File: config.mk
export PLATFORM = sky130hd
export DESIGN_NAME = frame_map_cam
export DESIGN_NICKNAME = d
export VERILOG_FILES = /design/src/rtl/fmap_pkg.sv /design/src/rtl/fmap_prio.sv /design/src/rtl/fmap_match.sv /design/src/rtl/fmap_track.sv /design/src/rtl/frame_map_cam.sv
export SDC_FILE = /design/constraint.sdc
export NUM_CORES = 1
export LEC_CHECK = 0
export CAP_MARGIN = 20
export CORE_UTILIZATION = 61
export CTS_CLUSTER_DIAMETER = 100
export CTS_CLUSTER_SIZE = 8
export DETAILED_ROUTE_END_ITERATION = 7
export PLACE_DENSITY = 0.79
export SYNTH_ARGS = -nofsm -noshare
export SYNTH_HDL_FRONTEND = slang
export SYNTH_SLANG_ARGS = --single-unit
export TNS_END_PERCENT = 20
File: constraint.sdc
create_clock -name clk -period 13.02 [get_ports clk]
set_input_delay 2.604 -clock clk [delete_from_list [all_inputs] [get_ports clk]]
set_output_delay 2.604 -clock clk [all_outputs]
set_load 0.01 [all_outputs]
File: src/rtl/fmap_pkg.sv
package fmap_pkg;

  // Registered outcome of one lookup
  typedef enum logic [1:0] {
    FM_IDLE  = 2'd0,
    FM_HIT   = 2'd1,
    FM_FAULT = 2'd2
  } fm_outcome_e;

endpackage

File: src/rtl/fmap_prio.sv
// Lowest-index-first encoder over a request vector.
module fmap_prio #(
  parameter int N     = 32,
  parameter int IDX_W = 5
) (
  input  logic [N-1:0]     req,
  output logic             any,
  output logic [IDX_W-1:0] idx
);

  always_comb begin
    any = |req;
    idx = '0;
    for (int i = N - 1; i >= 0; i--) begin
      if (req[i]) idx = IDX_W'(i);
    end
  end

endmodule

File: src/rtl/fmap_match.sv
// Parallel compare of one page number against every frame tag.
module fmap_match #(
  parameter int N     = 32,
  parameter int EPN_W = 8,
  parameter int IDX_W = 5
) (
  input  logic [N-1:0][EPN_W-1:0] tags,
  input  logic [N-1:0]            valid,
  input  logic [EPN_W-1:0]        key,
  output logic                    any,
  output logic [IDX_W-1:0]        idx,
  output logic                    multi
);

  logic [N-1:0] hits;

  for (genvar g = 0; g < N; g++) begin : g_cmp
    assign hits[g] = valid[g] && (tags[g] == key);
  end

  fmap_prio #(.N(N), .IDX_W(IDX_W)) u_pick (
    .req (hits),
    .any (any),
    .idx (idx)
  );

  assign multi = ($countones(hits) > 1);

endmodule

File: src/rtl/fmap_track.sv
// Valid flags, usage bits and the two placement hints.
module fmap_track #(
  parameter int N     = 32,
  parameter int IDX_W = 5
) (
  input  logic             clk,
  input  logic             rst,
  input  logic             wr_en,
  input  logic [IDX_W-1:0] wr_idx,
  input  logic             wr_valid,
  input  logic             hit_en,
  input  logic [IDX_W-1:0] hit_idx,
  output logic [N-1:0]     valid_q,
  output logic             free_any_q,
  output logic [IDX_W-1:0] free_idx_q,
  output logic [IDX_W-1:0] victim_q
);

  logic [N-1:0]     use_q;
  logic [N-1:0]     wr_mask, hit_mask;
  logic [N-1:0]     valid_n, use_set, use_n;
  logic             free_any_n, victim_any_n;
  logic [IDX_W-1:0] free_idx_n, victim_idx_n;

  always_comb begin
    wr_mask  = wr_en  ? (N'(1) << wr_idx)  : '0;
    hit_mask = hit_en ? (N'(1) << hit_idx) : '0;
    valid_n  = wr_valid ? (valid_q | wr_mask) : (valid_q & ~wr_mask);
    use_set  = (use_q | hit_mask) & ~wr_mask;
    use_n    = (&use_set) ? '0 : use_set;
  end

  fmap_prio #(.N(N), .IDX_W(IDX_W)) u_free (
    .req (~valid_n),
    .any (free_any_n),
    .idx (free_idx_n)
  );

  fmap_prio #(.N(N), .IDX_W(IDX_W)) u_victim (
    .req (~use_n),
    .any (victim_any_n),
    .idx (victim_idx_n)
  );

  always_ff @(posedge clk) begin
    if (rst) begin
      valid_q    <= '0;
      use_q      <= '0;
      free_any_q <= 1'b1;
      free_idx_q <= '0;
      victim_q   <= '0;
    end else begin
      valid_q    <= valid_n;
      use_q      <= use_n;
      free_any_q <= free_any_n;
      free_idx_q <= free_idx_n;
      victim_q   <= victim_any_n ? victim_idx_n : '0;
    end
  end

  // reported free frame really is unoccupied; no free frame means all valid
  p_free_slot_r7: assert property (@(posedge clk) disable iff (rst)
    free_any_q |-> !valid_q[free_idx_q]);
  p_full_set_r7: assert property (@(posedge clk) disable iff (rst)
    !free_any_q |-> (&valid_q));
  // suggested victim has its usage bit clear
  p_victim_clear_r8: assert property (@(posedge clk) disable iff (rst)
    !use_q[victim_q]);
  // usage bits are never all set at once
  p_use_wrap_r9: assert property (@(posedge clk) disable iff (rst)
    !(&use_q));

endmodule

File: src/rtl/frame_map_cam.sv
module frame_map_cam #(
  parameter int FRAMES = 32,
  parameter int EPN_W  = 8,
  parameter int OFF_W  = 9,
  parameter int STAT_W = 2,
  localparam int IDX_W  = $clog2(FRAMES),
  localparam int ADDR_W = IDX_W + OFF_W
) (
  input  logic              clk,
  input  logic              rst,
  input  logic              lk_valid,
  input  logic [EPN_W-1:0]  lk_epn,
  input  logic [OFF_W-1:0]  lk_offset,
  input  logic              wr_en,
  input  logic [IDX_W-1:0]  wr_frame,
  input  logic [EPN_W-1:0]  wr_epn,
  input  logic [STAT_W-1:0] wr_stat,
  input  logic              wr_valid,
  output logic              rsp_valid,
  output logic              rsp_hit,
  output logic              rsp_fault,
  output logic              rsp_multi,
  output logic [ADDR_W-1:0] rsp_addr,
  output logic [STAT_W-1:0] rsp_stat,
  output logic              free_avail,
  output logic [IDX_W-1:0]  free_frame,
  output logic [IDX_W-1:0]  victim_frame
);
  import fmap_pkg::*;

  logic [FRAMES-1:0][EPN_W-1:0]  tag_mem;
  logic [FRAMES-1:0][STAT_W-1:0] stat_mem;
  logic [FRAMES-1:0]             valid_q;

  logic             m_any, m_multi;
  logic [IDX_W-1:0] m_idx;
  logic             hit_en;
  fm_outcome_e      out_n, out_q;

  // Frame tag and status storage (no reset; valid flags live in the tracker)
  always_ff @(posedge clk) begin
    if (wr_en) begin
      tag_mem[wr_frame]  <= wr_epn;
      stat_mem[wr_frame] <= wr_stat;
    end
  end

  fmap_match #(.N(FRAMES), .EPN_W(EPN_W), .IDX_W(IDX_W)) u_match (
    .tags  (tag_mem),
    .valid (valid_q),
    .key   (lk_epn),
    .any   (m_any),
    .idx   (m_idx),
    .multi (m_multi)
  );

  assign hit_en = lk_valid && m_any;

  fmap_track #(.N(FRAMES), .IDX_W(IDX_W)) u_track (
    .clk        (clk),
    .rst        (rst),
    .wr_en      (wr_en),
    .wr_idx     (wr_frame),
    .wr_valid   (wr_valid),
    .hit_en     (hit_en),
    .hit_idx    (m_idx),
    .valid_q    (valid_q),
    .free_any_q (free_avail),
    .free_idx_q (free_frame),
    .victim_q   (victim_frame)
  );

  always_comb begin
    if (!lk_valid)  out_n = FM_IDLE;
    else if (m_any) out_n = FM_HIT;
    else            out_n = FM_FAULT;
  end

  always_ff @(posedge clk) begin
    if (rst) begin
      out_q     <= FM_IDLE;
      rsp_valid <= 1'b0;
      rsp_multi <= 1'b0;
      rsp_addr  <= '0;
      rsp_stat  <= '0;
    end else begin
      out_q     <= out_n;
      rsp_valid <= lk_valid;
      rsp_multi <= hit_en && m_multi;
      rsp_addr  <= hit_en ? {m_idx, lk_offset} : '0;
      rsp_stat  <= hit_en ? stat_mem[m_idx] : '0;
    end
  end

  assign rsp_hit   = (out_q == FM_HIT);
  assign rsp_fault = (out_q == FM_FAULT);

  // a present response is either a hit or a fault, never both or neither
  p_one_outcome_r4: assert property (@(posedge clk) disable iff (rst)
    rsp_valid |-> (rsp_hit ^ rsp_fault));
  p_idle_quiet_r4: assert property (@(posedge clk) disable iff (rst)
    !rsp_valid |-> (!rsp_hit && !rsp_fault));
  // a fault carries a zero address
  p_fault_addr_r3: assert property (@(posedge clk) disable iff (rst)
    rsp_fault |-> (rsp_addr == '0));
  // the duplicate flag only comes with a hit
  p_multi_hit_r10: assert property (@(posedge clk) disable iff (rst)
    rsp_multi |-> rsp_hit);

endmodule

After elaboration in Yosys (flattened, before gate mapping)
Index checks and enable logic that the tools add are counted.

storage, ports and cells
  word-level logic and storage cells = 321
  bits in registers = 415
  output and inout port bits = 31
  input port bits = 37

operators by class
  bitwise logic cells = 10
  reductions and logical operators = 51
  $lt $le $gt $ge = 4
  equal/unequal tests = 34
  muxes and demuxes = 107
  shifts and indexed selects = 2
  add/sub/neg operators = 31

operators with widths
  cell                                                                    number
  32-bit adder                                                            15
  5-bit two-way mux                                                       64
  256-bit bitwise mux                                                     1
  8-bit == test                                                           32
  32-bit two-way mux                                                      4
  32-bit NOT                                                              3
  32-bit OR reduction                                                     3
  32-bit AND                                                              2
  64-bit bitwise mux                                                      1
  4-bit two-way mux                                                       16
  32-bit bitwise OR                                                       2
  1-bit by 5-bit << shifter with 32-bit output (first input constant)     2
  8-bit demux with 5-bit select                                           1
  1-bit logical AND                                                       35
  1-bit by 1-bit adder with 2-bit output                                  16
  32-bit by 2-bit > comparator with 1-bit output (second input constant)  1
  32-bit AND reduction                                                    1
  3-bit two-way mux                                                       8
  18-bit OR reduction                                                     1
  17-bit OR reduction                                                     1
  2-bit two-way mux                                                       7
  5-bit by 6-bit < comparator with 1-bit output (second input constant)   2
  2-bit binary-select mux with 5-bit select                               1
  2-bit demux with 5-bit select                                           1
  13 further kinds                                                        19

Depth between registers and ports, before layout
  word-level depth = 72
  gate-level depth with buffers = 22

Modules after synthesis
A second synthesis with hierarchy kept.

second synthesis, totals
  cell total of the unflattened synthesis = 1,489
  area, all modules = 19,474.9 um^2

modules (own cells, without submodules)
  module         area each (um^2)  seq. area each (um^2)  cells each  times used
  frame_map_cam  10,920.5          10,009.6               444         1
  fmap_match     4,046.4           0.0                    484         1
  fmap_track     3,352.0           1,501.4                366         1
  fmap_prio      385.4             0.0                    65          3

Worst setup path after synthesis
Ideal clock, no wire load.

  kind = input -> register
  start point = input port lk_epn[6]
  end point = register rsp_multi
  library setup time = 126 ps
  arrival time = 7,471 ps
  slack = 5,423 ps
  data required time = 12,894 ps
  stages on the path = 19
  path through = buf_2 buf_6 buf_6 xnor2_1 nand4_1 or3_1 clkbuf_1 ha_1 fa_1 inv_1 fa_1 inv_1 fa_1 fa_1 fa_1 ha_1 fa_1 nor3_1 a31oi_1

between the ends
  word-level cells in the longest chain between the ends = 9
  elaborated cells on any way between the ends = 99
  classes of those cells = add/sub (31); order compare (1); eq/ne (32); reduce/logical (35)

RTL lines
  element                                                       line                 source
  from (decl)                                                   frame_map_cam.sv:12  input logic [EPN_W-1:0] lk_epn,
  8-bit == test                                                 fmap_match.sv:18     assign hits[g] = valid[g] && (tags[g] == key);
  1-bit logical AND                                             fmap_match.sv:18
  1-bit by 1-bit adder with 2-bit output (implied by the code)  fmap_match.sv:27     assign multi = ($countones(hits) > 1);
  32-bit adder (implied by the code) (4 in series)              fmap_match.sv:27
  32-bit by 2-bit > comparator with 1-bit output                fmap_match.sv:27
  1-bit logical AND (*)                                         frame_map_cam.sv:89  rsp_multi <= hit_en && m_multi;
  to (signal assigned)                                          frame_map_cam.sv:89
  to (decl)                                                     frame_map_cam.sv:22  output logic rsp_multi,

Mark *: on every way between the ends. The rest lies on a longest branch, timed or not.
A chain may end at the register's enable or synchronous reset.

Worst setup path in the final report
  start point = input port lk_epn[1]
  end point = register u_track.victim_q[0]

between the ends
  word-level cells in the longest chain between the ends = 72
  elaborated cells on any way between the ends = 139
  classes of those cells = eq/ne (32); shift (1); mux (65); bitwise (4); reduce/logical (37)

RTL lines
  element                                       line              source
  8-bit == test                                 fmap_match.sv:18
  1-bit logical AND                             fmap_match.sv:18
  5-bit two-way mux (32 in series)              fmap_prio.sv:15   if (req[i]) idx = IDX_W'(i);
  1-bit by 5-bit << shifter with 32-bit output  fmap_track.sv:27  hit_mask = hit_en ? (N'(1) << hit_idx) : '0;
  32-bit two-way mux (*)                        fmap_track.sv:27
  32-bit bitwise OR (*)                         fmap_track.sv:29  use_set = (use_q | hit_mask) & ~wr_mask;
  32-bit AND (*)                                fmap_track.sv:29
  32-bit AND reduction                          fmap_track.sv:30  use_n = (&use_set) ? '0 : use_set;
  32-bit two-way mux (*)                        fmap_track.sv:30
  32-bit NOT (*)                                fmap_track.sv:40  .req (~use_n),
  5-bit two-way mux (16 in series)              fmap_prio.sv:15
  4-bit two-way mux (8 in series)               fmap_prio.sv:15
  3-bit two-way mux (4 in series)               fmap_prio.sv:15
  2-bit two-way mux (2 in series)               fmap_prio.sv:15
  1-bit two-way mux                             fmap_prio.sv:15
  to (signal assigned)                          fmap_track.sv:57  victim_q <= victim_any_n ? victim_idx_n : '0;
  to (decl)                                     fmap_track.sv:16  output logic [IDX_W-1:0] victim_q

Marks and branches as above.

==> results.json <==
{
  "dr.first_iter.drc_count": 1727,
  "path_clk_slew_ps": 50,
  "antenna_violations_before_repair": 1,
  "rows": 66,
  "worst_setup_path_startpoint": "lk_epn[1]",
  "die_h_um": 185,
  "power_switching_share_pct": 21.8,
  "worst_hold_startpoint": "u_track.use_q[30]$_SDFF_PP0_",
  "clock_tree.htree_level_count": 2,
  "seqPwrFrac_pct": 48.4,
  "yosys.area.top_type_share_pct": 46.9,
  "async_set_reset_flop_share_out_of_synthesis_pct": 0,
  "clkPwrFrac_pct": 46.8,
  "synth_top_area_cell": "sky130_fd_sc_hd__edfxtp_1",
  "synth.top_cells.by_area": "sky130_fd_sc_hd__edfxtp_1, sky130_fd_sc_hd__xnor2_1, sky130_fd_sc_hd__dfxtp_1",
  "p_int_mw": 2.34,
  "finalCriticalPeriod_ps": 7780,
  "synth-seq-cells": 415,
  "io_buffers": 67,
  "number_of_warnings_reported_in_the_yosys_synthesis_log": 0,
  "final-hold-violation-count": 0,
  "cts.sinks": 415,
  "antenna_violating_nets_post_route": 0,
  "p_sw_mw": 0.652,
  "synth_flop_cell": "sky130_fd_sc_hd__edfxtp_1",
  "fin_worst_skew_ps": 38.6,
  "design.core.area_um2": 32800,
  "max_clock_freq_mhz": 129,
  "grt_start_max_net_pins": 48,
  "route.detailed.vias_per_inst": 6.23,
  "max-cap-violations": 0,
  "critical_path_peak_fanout": 33,
  "count_of_vias_placed_by_the_detailed_router": 14100,
  "combPwrFrac_pct": 4.8,
  "setup_viol_count_final": 0,
  "class_of_the_tightest_hold_or_removal_check": "reg -> reg",
  "syn_nets": 1783,
  "globalRouteTotalUtil_pct": 34.8,
  "timing_max_transition_violations_final": 0,
  "post_route_cells_drive_above_1_share_pct": 8.98,
  "criticalPathCategory": "in -> reg",
  "cell_count_after_synthesis": 1678,
  "finalWeightedCongestion": 0.950,
  "timing.setup.tns_ps": 0,
  "dp_hpwl_mm": 38.4,
  "holdBufCountCts": 0,
  "post_drt_wl_per_cell_um": 25.6,
  "io_pins": 68,
  "post_cts_resize_count": 0,
  "clock_buffers_created_by_tritoncts": 58,
  "cts_post_setup_buffers_inserted": 0,
  "cts-root-buf": "sky130_fd_sc_hd__clkbuf_16",
  "tightestPinTransition_ps": 1120,
  "power.leakage_nw": 8.23,
  "globalRouteOverflowTotal": 0,
  "synth_most_common_cell": "sky130_fd_sc_hd__edfxtp_1",
  "syn_to_final_growth_pct": 13.4,
  "via_count_of_the_first_global_routing_pass": 13900,
  "ys_seq_area_share_pct": 56.2,
  "mappedNetlistArea_um2": 20500,
  "clk_latency_ps": 620,
  "start_util_pct": 62.4,
  "syn_area_per_cell_um2": 12.2,
  "powerDensity_nw_per_um2": 129,
  "relSlewSlack_pct": 24.4,
  "worst_ep_arrival_time_ps": 8240,
  "irDropWorstVdd_uv": 130,
  "synth.distinct_cells": 85,
  "wirelength_mm": 57.8,
  "worstSetupStartpointType": "input pin",
  "timing.critical_path.to_type": "flop",
  "synth_enable_flop_cells": 320,
  "fin_worst_hold_slack_ps": 517,
  "tritoncts": "built",
  "timing.final.crit_share_pct": 59.7,
  "worst_r2r_startpoint": "tag_mem[18]$_DFFE_PP_",
  "synth_top_cells_by_count": "sky130_fd_sc_hd__edfxtp_1, sky130_fd_sc_hd__xnor2_1, sky130_fd_sc_hd__nor2_1, sky130_fd_sc_hd__nand2_1, sky130_fd_sc_hd__dfxtp_1",
  "floorplan.die.width_um": 185,
  "run_status": "complete, no violations",
  "first_pass_iters": 6,
  "grt_setup_unrepaired": "false",
  "post-route-drc-count": 0,
  "design.final.nets": 1879,
  "dieArea_um2": 34300,
  "grt_first_pass_wirelength_mm": 85.3,
  "cp_data_required_time_ps": 13490,
  "clk_path_buf_depth": 3
}
## area by class of cell
class | count | area (um2)
multi-input combinational | 1098 | 8120
fill | 2266 | 9560
sequential | 415 | 11500
antenna | 1 | 2.50
clock buffer | 98 | 1600
tap | 442 | 553
clock inverter | 4 | 97.6
inverter | 84 | 318
timing repair buffer | 117 | 1020
## critical path, cell delays in order
cell and delay (ps):
sky130_fd_sc_hd__buf_2 820, sky130_fd_sc_hd__xnor2_1 190, sky130_fd_sc_hd__nand2_1 80, sky130_fd_sc_hd__or3_1 560, sky130_fd_sc_hd__ha_1 290, sky130_fd_sc_hd__nand4_1 90, sky130_fd_sc_hd__nor4_1 80, sky130_fd_sc_hd__nand2b_1 210
sky130_fd_sc_hd__or3_1 450, sky130_fd_sc_hd__nor2b_1 750, sky130_fd_sc_hd__and3_1 260, sky130_fd_sc_hd__mux2i_1 90, sky130_fd_sc_hd__o21ai_0 410, sky130_fd_sc_hd__nand4_1 290, sky130_fd_sc_hd__o41ai_4 380, sky130_fd_sc_hd__buf_4 410
sky130_fd_sc_hd__or4_1 180, sky130_fd_sc_hd__a21oi_1 40
## kinds of logic after synthesis
family | after synthesis | synth area share [%]
fa+ha+maj | 68 | 5.11
buf+inv | 165 | 4.19
mux | 89 | 4.38
flops | 415 | 56.2
compound gates | 161 | 6.03
simple gates | 522 | 13.0
xor+xnor | 258 | 11.0
## cell usage in the layout (no fill, tap or decap), types with 58 or more instances in the layout
cell type,count
sky130_fd_sc_hd__xnor2_1,247
sky130_fd_sc_hd__nand2_1,104
sky130_fd_sc_hd__nand3_1,59
sky130_fd_sc_hd__clkbuf_16,58
sky130_fd_sc_hd__edfxtp_1,320
sky130_fd_sc_hd__inv_1,76
sky130_fd_sc_hd__dfxtp_1,95
sky130_fd_sc_hd__nor2_1,118
sky130_fd_sc_hd__mux2i_1,85
sky130_fd_sc_hd__clkdlybuf4s50_1,59
## power groups by stage
| stage | Clock (mW) | Combinational [mW] | Sequential [mW] |
|---|---|---|---|
| final | 1.40 | 0.144 | 1.45 |
| after global routing | 1.47 | 0.152 | 1.45 |
| after CTS | 1.41 | 0.141 | 1.45 |
| after detailed placement | 0 | 0.139 | 1.47 |
| after global placement | 0 | 0.136 | 1.47 |
| after floorplan | 0 | 0.0898 | 1.47 |
## layer usage
metal	up-vias	track usage, %	part of all wire [%]	wire [um]
met5	-	0	0.029	17
li1	6207	-	-	-
met3	159	6.51	9.7	5620
met1	6873	45.9	39	22400
met2	835	55.0	46	26800
met4	2	17.8	5.0	2900
## flip-flops by register name, indices dropped and copies added, names as in the netlist
name	flops
out_q	2
rsp_addr	14
rsp_multi	1
rsp_stat	2
rsp_valid	1
stat_mem	64
tag_mem	256
u_track.free_any_q	1
u_track.free_idx_q	5
u_track.use_q	32
u_track.valid_q	32
u_track.victim_q	5
## per-stage QoR
stage | util, % | setup slack [ps] | power, mW | instance area, um2 | cells
final | 70.8 | 5240 | 2.99 | 23200 | 2259
after global routing | 70.8 | 4950 | 3.07 | 23200 | 2258
after CTS | 70.8 | 4950 | 3.00 | 23200 | 2256
after detailed placement | 65.6 | 4360 | 1.61 | 21500 | 2154
after global placement | 65.6 | 4450 | 1.61 | 21500 | 2154
after floorplan | - | 5420 | 1.56 | 20500 | 1678
## worst paths after layout
kind,slack (ps),to,cells past startpoint
hold / removal,520,u_track.use_q[30]$_SDFF_PP0_,2
hold reg to reg,520,u_track.use_q[30]$_SDFF_PP0_,2
setup / recovery,5240,u_track.victim_q[0]$_SDFF_PP0_,18
setup reg to reg,7640,rsp_multi$_SDFF_PP0_,14
Note: power is estimated with default switching activity, not from simulation.
